===== src/rtl/gpio_ioc_pkg.sv =====
package gpio_ioc_pkg;
  localparam int CFG_W         = 3;
  localparam int CFG_CLR_CAP   = 0;
  localparam int CFG_ACT_HIGH  = 1;
  localparam int CFG_OPEN_DRN  = 2;

  typedef struct packed {
    logic lvl;
    logic oe;
  } pad_t;

  // Pad level and enable for a given pending state and output mode.
  function automatic pad_t ioc_pad(input logic active, input logic act_high,
                                   input logic open_drn);
    pad_t p;
    if (open_drn) begin
      p.lvl = 1'b0;
      p.oe  = active;
    end else begin
      p.lvl = act_high ? active : ~active;
      p.oe  = 1'b1;
    end
    return p;
  endfunction
endpackage


===== src/rtl/gpio_ioc_sync.sv =====
module gpio_ioc_sync #(
  parameter int W      = 8,
  parameter int STAGES = 2
) (
  input  logic         clk,
  input  logic         rst_n,
  input  logic [W-1:0] d_i,
  output logic [W-1:0] q_o
);
  logic [STAGES-1:0][W-1:0] stg_q;

  always_ff @(posedge clk or negedge rst_n) begin
    if (!rst_n) begin
      stg_q <= '0;
    end else begin
      stg_q[0] <= d_i;
      for (int s = 1; s < STAGES; s++) stg_q[s] <= stg_q[s-1];
    end
  end

  assign q_o = stg_q[STAGES-1];
endmodule


===== src/rtl/gpio_ioc_detect.sv =====
module gpio_ioc_detect #(
  parameter int W = 8
) (
  input  logic         clk,
  input  logic         rst_n,
  input  logic [W-1:0] cur_i,
  input  logic         hold_i,
  input  logic [W-1:0] en_i,
  input  logic [W-1:0] cmp_i,
  input  logic [W-1:0] def_i,
  output logic [W-1:0] hit_o,
  output logic [W-1:0] ref_o
);
  logic [W-1:0] ref_q;

  function automatic logic [W-1:0] pin_hits(input logic [W-1:0] en,
                                            input logic [W-1:0] cmp,
                                            input logic [W-1:0] dflt,
                                            input logic [W-1:0] cur,
                                            input logic [W-1:0] prev);
    logic [W-1:0] h;
    for (int b = 0; b < W; b++) begin
      h[b] = en[b] & (cmp[b] ? (cur[b] ^ dflt[b]) : (cur[b] ^ prev[b]));
    end
    return h;
  endfunction

  always_ff @(posedge clk or negedge rst_n) begin
    if (!rst_n)       ref_q <= '0;
    else if (!hold_i) ref_q <= cur_i;
  end

  assign hit_o = pin_hits(en_i, cmp_i, def_i, cur_i, ref_q);
  assign ref_o = ref_q;

  // Disabled pins never report a hit.
  assert_hit_masked_R2: assert property (@(posedge clk) disable iff (!rst_n)
    (hit_o & ~en_i) == '0);
endmodule


===== src/rtl/gpio_ioc_latch.sv =====
module gpio_ioc_latch #(
  parameter int W = 8
) (
  input  logic         clk,
  input  logic         rst_n,
  input  logic [W-1:0] hit_i,
  input  logic [W-1:0] snap_i,
  input  logic         clr_cap_sel_i,
  input  logic         rd_port_i,
  input  logic         rd_cap_i,
  output logic         pending_o,
  output logic [W-1:0] flag_o,
  output logic [W-1:0] cap_o,
  output logic         set_evt_o,
  output logic         clr_evt_o
);
  logic         pending_q;
  logic [W-1:0] flag_q;
  logic [W-1:0] cap_q;

  assign clr_evt_o = pending_q & (clr_cap_sel_i ? rd_cap_i : rd_port_i);
  assign set_evt_o = ~pending_q & (|hit_i);

  always_ff @(posedge clk or negedge rst_n) begin
    if (!rst_n) begin
      pending_q <= 1'b0;
      flag_q    <= '0;
      cap_q     <= '0;
    end else if (clr_evt_o) begin
      pending_q <= 1'b0;
      flag_q    <= '0;
    end else if (set_evt_o) begin
      pending_q <= 1'b1;
      flag_q    <= hit_i;
      cap_q     <= snap_i;
    end
  end

  assign pending_o = pending_q;
  assign flag_o    = flag_q;
  assign cap_o     = cap_q;

  assert_cause_R5: assert property (@(posedge clk) disable iff (!rst_n)
    $rose(pending_q) |-> (flag_q == $past(hit_i)) && (cap_q == $past(snap_i)));
  assert_frozen_R5: assert property (@(posedge clk) disable iff (!rst_n)
    pending_q && !rd_port_i && !rd_cap_i |=> $stable(flag_q) && $stable(cap_q));
  assert_port_clear_R6: assert property (@(posedge clk) disable iff (!rst_n)
    pending_q && !clr_cap_sel_i && rd_port_i |=> !pending_q && (flag_q == '0));
  assert_port_ignored_R7: assert property (@(posedge clk) disable iff (!rst_n)
    pending_q && clr_cap_sel_i && !rd_cap_i |=> pending_q);
  assert_cap_clear_R7: assert property (@(posedge clk) disable iff (!rst_n)
    pending_q && clr_cap_sel_i && rd_cap_i |=> !pending_q);
  assert_cap_ignored_R6: assert property (@(posedge clk) disable iff (!rst_n)
    pending_q && !clr_cap_sel_i && !rd_port_i |=> pending_q);
endmodule


===== src/rtl/gpio_ioc_unit.sv =====
module gpio_ioc_unit
  import gpio_ioc_pkg::*;
#(
  parameter int W = 8
) (
  input  logic             clk,
  input  logic             rst_n,
  input  logic [W-1:0]     pin_i,
  input  logic [W-1:0]     irq_en_i,
  input  logic [W-1:0]     def_val_i,
  input  logic [W-1:0]     cmp_mode_i,
  input  logic [CFG_W-1:0] cfg_i,
  input  logic             rd_port_i,
  input  logic             rd_cap_i,
  output logic [W-1:0]     port_o,
  output logic [W-1:0]     flag_o,
  output logic [W-1:0]     cap_o,
  output logic             irq_o,
  output logic             irq_oe_o
);
  localparam int SYNC_STAGES = 2;

  logic [W-1:0] port_s;
  logic [W-1:0] hit_vec;
  logic [W-1:0] ref_vec;
  logic         pending;
  logic         set_evt;
  logic         clr_evt;
  pad_t         pad;

  gpio_ioc_sync #(.W(W), .STAGES(SYNC_STAGES)) u_sync (
    .clk   (clk),
    .rst_n (rst_n),
    .d_i   (pin_i),
    .q_o   (port_s)
  );

  gpio_ioc_detect #(.W(W)) u_detect (
    .clk    (clk),
    .rst_n  (rst_n),
    .cur_i  (port_s),
    .hold_i (pending),
    .en_i   (irq_en_i),
    .cmp_i  (cmp_mode_i),
    .def_i  (def_val_i),
    .hit_o  (hit_vec),
    .ref_o  (ref_vec)
  );

  gpio_ioc_latch #(.W(W)) u_latch (
    .clk           (clk),
    .rst_n         (rst_n),
    .hit_i         (hit_vec),
    .snap_i        (port_s),
    .clr_cap_sel_i (cfg_i[CFG_CLR_CAP]),
    .rd_port_i     (rd_port_i),
    .rd_cap_i      (rd_cap_i),
    .pending_o     (pending),
    .flag_o        (flag_o),
    .cap_o         (cap_o),
    .set_evt_o     (set_evt),
    .clr_evt_o     (clr_evt)
  );

  assign pad      = ioc_pad(pending, cfg_i[CFG_ACT_HIGH], cfg_i[CFG_OPEN_DRN]);
  assign irq_o    = pad.lvl;
  assign irq_oe_o = pad.oe;
  assign port_o   = port_s;

  // The change reference is held while an interrupt is pending.
  assert_ref_hold_R3: assert property (@(posedge clk) disable iff (!rst_n)
    pending && !clr_evt |=> $stable(ref_vec));
  assert_flag_subset_R2: assert property (@(posedge clk) disable iff (!rst_n)
    set_evt |=> (flag_o & ~$past(irq_en_i)) == '0);
  assert_push_pull_R9: assert property (@(posedge clk) disable iff (!rst_n)
    !cfg_i[CFG_OPEN_DRN] |-> irq_oe_o && (irq_o == (pending == cfg_i[CFG_ACT_HIGH])));
  assert_open_drain_R10: assert property (@(posedge clk) disable iff (!rst_n)
    cfg_i[CFG_OPEN_DRN] |-> !irq_o && (irq_oe_o == pending));
  assert_no_double_evt_R5: assert property (@(posedge clk) disable iff (!rst_n)
    !(set_evt && clr_evt));
endmodule


===== config.mk =====
export PLATFORM = sky130hd
export DESIGN_NAME = gpio_ioc_unit
export DESIGN_NICKNAME = d
export VERILOG_FILES = /design/src/rtl/gpio_ioc_pkg.sv /design/src/rtl/gpio_ioc_sync.sv /design/src/rtl/gpio_ioc_detect.sv /design/src/rtl/gpio_ioc_latch.sv /design/src/rtl/gpio_ioc_unit.sv
export SDC_FILE = /design/constraint.sdc
export NUM_CORES = 1
export LEC_CHECK = 0
export BUFFER_PORTS_ARGS = -buffer_cell sky130_fd_sc_hd__buf_2
export CAP_MARGIN = 20
export CORE_MARGIN = 4
export CORE_UTILIZATION = 45
export CTS_BUF_LIST = sky130_fd_sc_hd__clkbuf_4
export CTS_CLUSTER_DIAMETER = 50
export CTS_CLUSTER_SIZE = 12
export DETAILED_ROUTE_END_ITERATION = 12
export HOLD_SLACK_MARGIN = 0.15
export PLACE_DENSITY = 0.73
export SYNTH_ARGS = -nofsm -noshare
export SYNTH_HDL_FRONTEND = slang
export SYNTH_SLANG_ARGS = --single-unit

===== constraint.sdc =====
create_clock -name clk -period 2.2 [get_ports clk]
set_input_delay 0.22 -clock clk [delete_from_list [all_inputs] [get_ports clk]]
set_output_delay 0.22 -clock clk [all_outputs]
set_load 0.01 [all_outputs]

[Word-level counts from Yosys, hierarchy flattened]
Index checks and enable logic that the tools add are counted.
W data, S select, Z words.
Storage, ports and cells
  flip-flop bits (word level): 41
  word-level logic and storage cells: 52
  output and inout port bits: 26
Operators by class
  reduce and logical (&&, ||, !) cells: 3
  bitwise operators: 28
  mux-type cells: 15
Operator list (number)
  $mux W8: 2
  $xor A1 B1 Y1: 16
  $mux W1: 12
  $and A1 B1 Y1: 10
  $reduce_or A8 Y1: 1
  $mux W2: 1
  $not A1 Y1: 2
  $reduce_and A2 Y1: 1
  $reduce_bool A2 Y1: 1

[Logic depth before layout (Yosys ltp)]
  word-level depth: 7
  depth in mapped cells: 6
  gate-level depth less buffers: 5

[Hierarchy]
Synthesis repeated with hierarchy kept, for this count alone.
Unflattened totals
  cell total of the unflattened synthesis: 128
  area total of the unflattened synthesis: 1804.2 sq um
Modules (own cells, without submodules)
  gpio_ioc_latch: instances 1, cells each 52, area each 753.2 sq um, seq. area each 425.4 sq um
  gpio_ioc_detect: instances 1, cells each 49, area each 571.8 sq um, seq. area each 200.2 sq um
  gpio_ioc_sync: instances 1, cells each 24, area each 460.4 sq um, seq. area each 400.4 sq um
  gpio_ioc_unit: instances 1, cells each 3, area each 18.8 sq um, seq. area each 0.0 sq um

[Worst setup path before layout]
Ideal clock, no wire load.
  kind: flip-flop to flip-flop
  from: register u_detect.ref_q[5], in the netlist u_detect.ref_o[5]
  to: register u_latch.cap_q[3], in the netlist u_latch.cap_o[3]
  stages on the path, launching flop included: 7
  library setup time: 125 ps
  arrival time: 1709 ps
  period minus slack after synthesis: 1834 ps
  setup slack: 366 ps
  cell sequence: dfrtp_1 -> mux2i_1 -> mux2i_1 -> a2111oi_4 -> a21oi_2 -> buf_6 -> mux2_4
Between the ends
  cells in the longest elaborated chain, start to end: 6
RTL lines
  start: declaration: line gpio_ioc_detect.sv:14  | logic [W-1:0] ref_q;
  start signal: assignment: line gpio_ioc_detect.sv:30  | else if (!hold_i) ref_q <= cur_i;
  $xor A1 B1 Y1: line gpio_ioc_detect.sv:23  | h[b] = en[b] & (cmp[b] ? (cur[b] ^ dflt[b]) : (cur[b] ^ prev[b]));
  $mux W1: line gpio_ioc_detect.sv:23
  $and A1 B1 Y1: line gpio_ioc_detect.sv:23
  $reduce_or A8 Y1: line gpio_ioc_latch.sv:22  | assign set_evt_o = ~pending_q & (|hit_i);
  $and A1 B1 Y1: line gpio_ioc_latch.sv:22
  $reduce_and A2 Y1 (no source line)
  end signal: assignment: line gpio_ioc_latch.sv:35  | cap_q <= snap_i;
  end: declaration: line gpio_ioc_latch.sv:19  | logic [W-1:0] cap_q;
No other way between the ends.
A chain may end at the register's enable or synchronous reset.

[Worst setup path after layout]
  from: register u_detect.ref_q[7], in the netlist u_detect.ref_o[7]
  to: register u_latch.flag_q[0], in the netlist u_latch.flag_o[0]
Between the ends
  cells in the longest elaborated chain, start to end: 6
RTL lines
  $xor A1 B1 Y1: line gpio_ioc_detect.sv:23
  $mux W1: line gpio_ioc_detect.sv:23
  $and A1 B1 Y1: line gpio_ioc_detect.sv:23
  $reduce_or A8 Y1: line gpio_ioc_latch.sv:22
  $and A1 B1 Y1: line gpio_ioc_latch.sv:22
  $reduce_bool A2 Y1 (no source line)
  end signal: assignment: line gpio_ioc_latch.sv:34  | flag_q <= hit_i;
  end: declaration: line gpio_ioc_latch.sv:18  | logic [W-1:0] flag_q;
No other way between the ends.

==> impl_table.tex <==
\begin{tabular}{lr}
\hline
Metric & Value \\
\hline
\multicolumn{2}{l}{\textbf{Logic synthesis}} \\
Cell types with the highest counts after synthesis & sky130\_fd\_sc\_hd\_\_dfrtp\_1 (41), sky130\_fd\_sc\_hd\_\_nand2\_1 (17), sky130\_fd\_sc\_hd\_\_mux2\_2 (15), sky130\_fd\_sc\_hd\_\_mux2i\_1 (15), sky130\_fd\_sc\_hd\_\_buf\_4 (8) \\
Main area contributors after synthesis & sky130\_fd\_sc\_hd\_\_dfrtp\_1 (59\%), sky130\_fd\_sc\_hd\_\_mux2\_2 (9.7\%), sky130\_fd\_sc\_hd\_\_mux2i\_1 (8.7\%) \\
Synth Cell Area & 1730 sq um \\
Count of flip-flops with a built-in enable after synthesis & 0 \\
Post-synthesis area per instance & 13.6 sq um \\
Part of the Yosys area used for sequential elements & 0.592 \\
Top flip-flop cell by instance count after synthesis & sky130\_fd\_sc\_hd\_\_dfrtp\_1 \\
Dominant cell type by area after synthesis & sky130\_fd\_sc\_hd\_\_dfrtp\_1 \\
Most common cell in the netlist & sky130\_fd\_sc\_hd\_\_dfrtp\_1 \\
Syn nets & 166 \\
Instance count of the mapped netlist & 127 \\
Synth Register Bits & 41 \\
Proportion of synthesized flip-flops having asynchronous set or reset & 1.00 \\
Area share of the largest cell type after synthesis & 0.592 \\
Synth warn & 0 \\
Number of different library cells in the post-synthesis netlist & 22 \\
\multicolumn{2}{l}{\textbf{Routing}} \\
Number of nets still failing antenna checks after routing & 0 \\
DRT Pass-1 Iters & 4 \\
Average wire per cell in the routed design & 14.0 microns \\
Via count of the routed design & 1,201 \\
Total wire length after detailed routing & 3500 microns \\
Via count normalized by instance count & 4.80 \\
DRC & 0 \\
Initial detailed-routing violation count & 20 \\
\multicolumn{2}{l}{\textbf{Clock network}} \\
Clock transition at the registers of the reported paths & 0.11 ns \\
Inserted Clock Buffers & 5 \\
CTS sink cnt & 41 \\
Clk Tree Root Cell & sky130\_fd\_sc\_hd\_\_clkbuf\_4 \\
H-tree level count & 2 \\
Worst skew pair latency & 0.34 ns \\
Count of instances resized after the clock tree is built & 0 \\
Clock buffer depth & 2 \\
TritonCTS clock tree & done \\
\multicolumn{2}{l}{\textbf{Global routing}} \\
Via count of the first global-routing pass & 1,242 \\
Wire length of the first global-routing pass & 5830 microns \\
Overall track demand over capacity in global routing & 0.152 \\
Number of antenna violations at the first check in global routing & 0 \\
Sum of overflow across all layers after global routing & 0 \\
Largest net degree at the start of global routing & 42 \\
\multicolumn{2}{l}{\textbf{Setup path}} \\
Setup slack of the worst register-to-register path & 0.34 ns \\
Startpoint type of the worst setup path & register \\
Biggest fanout along the worst timing path & 9 \\
Highest cell delay on the worst timing path & 0.40 ns \\
Cell with the largest stage delay on the worst path & sky130\_fd\_sc\_hd\_\_mux2i\_1 \\
Arrival time of the worst setup path & 2.09 ns \\
Critical path cell sequence & mux2i\_1 -> mux2i\_1 -> a2111oi\_4 -> a21oi\_2 -> buf\_4 -> mux2\_2 \\
Critical Path Most Common Cell & sky130\_fd\_sc\_hd\_\_mux2i\_1 \\
Kind of capture point of the worst setup path & register \\
Critical Path RT & 2.43 ns \\
Crit Path Class & reg -> reg \\
\multicolumn{2}{l}{\textbf{Timing}} \\
Unrepaired setup endpoints after global routing & no \\
Normalized max-slew margin & 0.412 \\
Number of setup violations in the final report & 0 \\
Accumulated negative setup slack & 0 ns \\
Transition at the pin with the smallest max-transition slack & 0.882 ns \\
Max Clock Skew & 0.0130 ns \\
Count of endpoints failing hold in the final timing report & 0 \\
Final count of pins violating max slew & 0 \\
Min cycle time layout & 1.86 ns \\
Highest Clock Rate & 537 MHz \\
Final Cycle Share & 0.847 \\
Min Hold Slack & 0.327 ns \\
\multicolumn{2}{l}{\textbf{Pwr}} \\
Worst VDD drop & 492 uV \\
Power Total & 1.90 mW \\
Power density of the placed cells & 858 nW/um\^{}2 \\
Leakage power summed over all cells & 1.12 nW \\
\multicolumn{2}{l}{\textbf{Cells and area}} \\
Core utilization of the finished layout & 0.602 \\
Count of antenna diodes in the layout & 0 \\
Layout cells sized above 1 & 0.480 \\
Final design area excluding fillers & 2220 sq um \\
Final Net Count & 240 \\
Area growth syn-to-layout & 28.2\% \\
\multicolumn{2}{l}{\textbf{Min path}} \\
Path type of the worst min-delay path & in -> reg \\
\multicolumn{2}{l}{\textbf{Floorplan}} \\
FP Rows & 22 \\
Area enclosed by the die boundary & 4910 sq um \\
Starting density of the core & 0.470 \\
Core outline area & 3690 sq um \\
Die X & 70.1 microns \\
Number of I/O pins & 65 \\
Die Y & 70.1 microns \\
\multicolumn{2}{l}{\textbf{Placement}} \\
Gp weighted congestion & 0.723 \\
Post-detailed-placement half-perimeter wirelength & 2600 microns \\
Number of port buffers & 64 \\
DP Area & 2060 sq um \\
\multicolumn{2}{l}{\textbf{Run status}} \\
Result of the run & complete, no violations \\
\multicolumn{2}{l}{\textbf{Run}} \\
Maxcap violations & 0 \\
\hline
\end{tabular}
-- sequential cells by signal, summed over array words and instances (netlist names) --
register,flops
u_sync.q_o,8
u_latch.cap_o,8
u_latch.pending_o,1
u_latch.flag_o,8
u_detect.ref_o,8
u_sync.stg_q,8
-- path summary, 6_finish.rpt --
| check | depth (start not counted) | end | start |
|---|---|---|---|
| setup / recovery | 6 | u_latch.flag_o[0]$_DFFE_PN0P_ | u_detect.ref_o[7]$_DFFE_PN0N_ |
| hold / removal | 5 | u_latch.flag_o[2]$_DFFE_PN0P_ | irq_en_i[2] |
| setup reg to reg | 6 | u_latch.flag_o[0]$_DFFE_PN0P_ | u_detect.ref_o[7]$_DFFE_PN0N_ |
| hold reg to reg | 0 | u_sync.q_o[1]$_DFF_PN0_ | u_sync.stg_q[1]$_DFF_PN0_ |
| max in group asynchronous | 2 | u_detect.ref_o[0]$_DFFE_PN0N_ | rst_n |
| min in group asynchronous | 2 | u_latch.cap_o[4]$_DFFE_PN0P_ | rst_n |
-- power breakdown --
part	internal [mW]	total, mW	switching, mW
Clock	0.165	0.386	0.222
Combinational	0.288	0.535	0.248
Sequential	0.895	0.982	0.0873
-- area by class of cell --
class,instances,area [sq um]
Clock buffer,8,60.1
Fill cell,315,1470
Inverter,3,11.3
Multi-Input combinational cell,73,621
Sequential cell,41,1030
Tap cell,48,60.1
Timing Repair Buffer,77,443
-- layout by cell type (no fill, tap or decap), drive strengths merged --
master / n
xor2: 1
a21oi: 1
a31oi: 1
o2bb2ai: 3
inv: 3
o21ai: 1
dlygate4sd3: 10
nor2: 1
xnor2: 1
o22ai: 1
o31ai: 1
nor4: 1
nand2b: 7
mux2: 19
and2: 2
nand2: 17
a2111oi: 1
dfrtp: 41
buf: 67
mux2i: 15
clkbuf: 8
-- critical path: cells and delay by family, from the launching register on --
| family | cells | cell delay (ns) |
|---|---|---|
| compound gates | 2 | 0.25 |
| flops | 1 | 0.39 |
| mux | 3 | 0.91 |
| buf+inv | 1 | 0.21 |
-- layer usage --
layer	global-route usage	wire length [microns]	vias up
li1	-	-	578
met3	0.0647	277	5
met2	0.257	1780	39
met1	0.176	1400	579
met4	0.0447	46	0
met5	0	0	-
-- logic make-up after synthesis --
kind of cell | share of synthesized area
DFF | 0.592
muxes | 0.219
and+or+nand+nor | 0.0787
buffers and inverters | 0.0498
AOI/OAI and AO/OA | 0.0506
xor gates and xnor gates | 0.0101
-- what timing repair did --
action,4_1_cts,5_1_grt
buffers inserted,0,0
hold buffers,10,0
hold endpoints to repair,50,0
endpoints found under the setup margin,0,0
-- stage by stage --
stage	setup WS [ns]	std cells
CTS	0.327	250
floorplan	0.366	127
global placement	0.411	232
detailed placement	0.344	232
global route	0.201	250
finish	0.337	250
(Power assumes the default switching activity.)
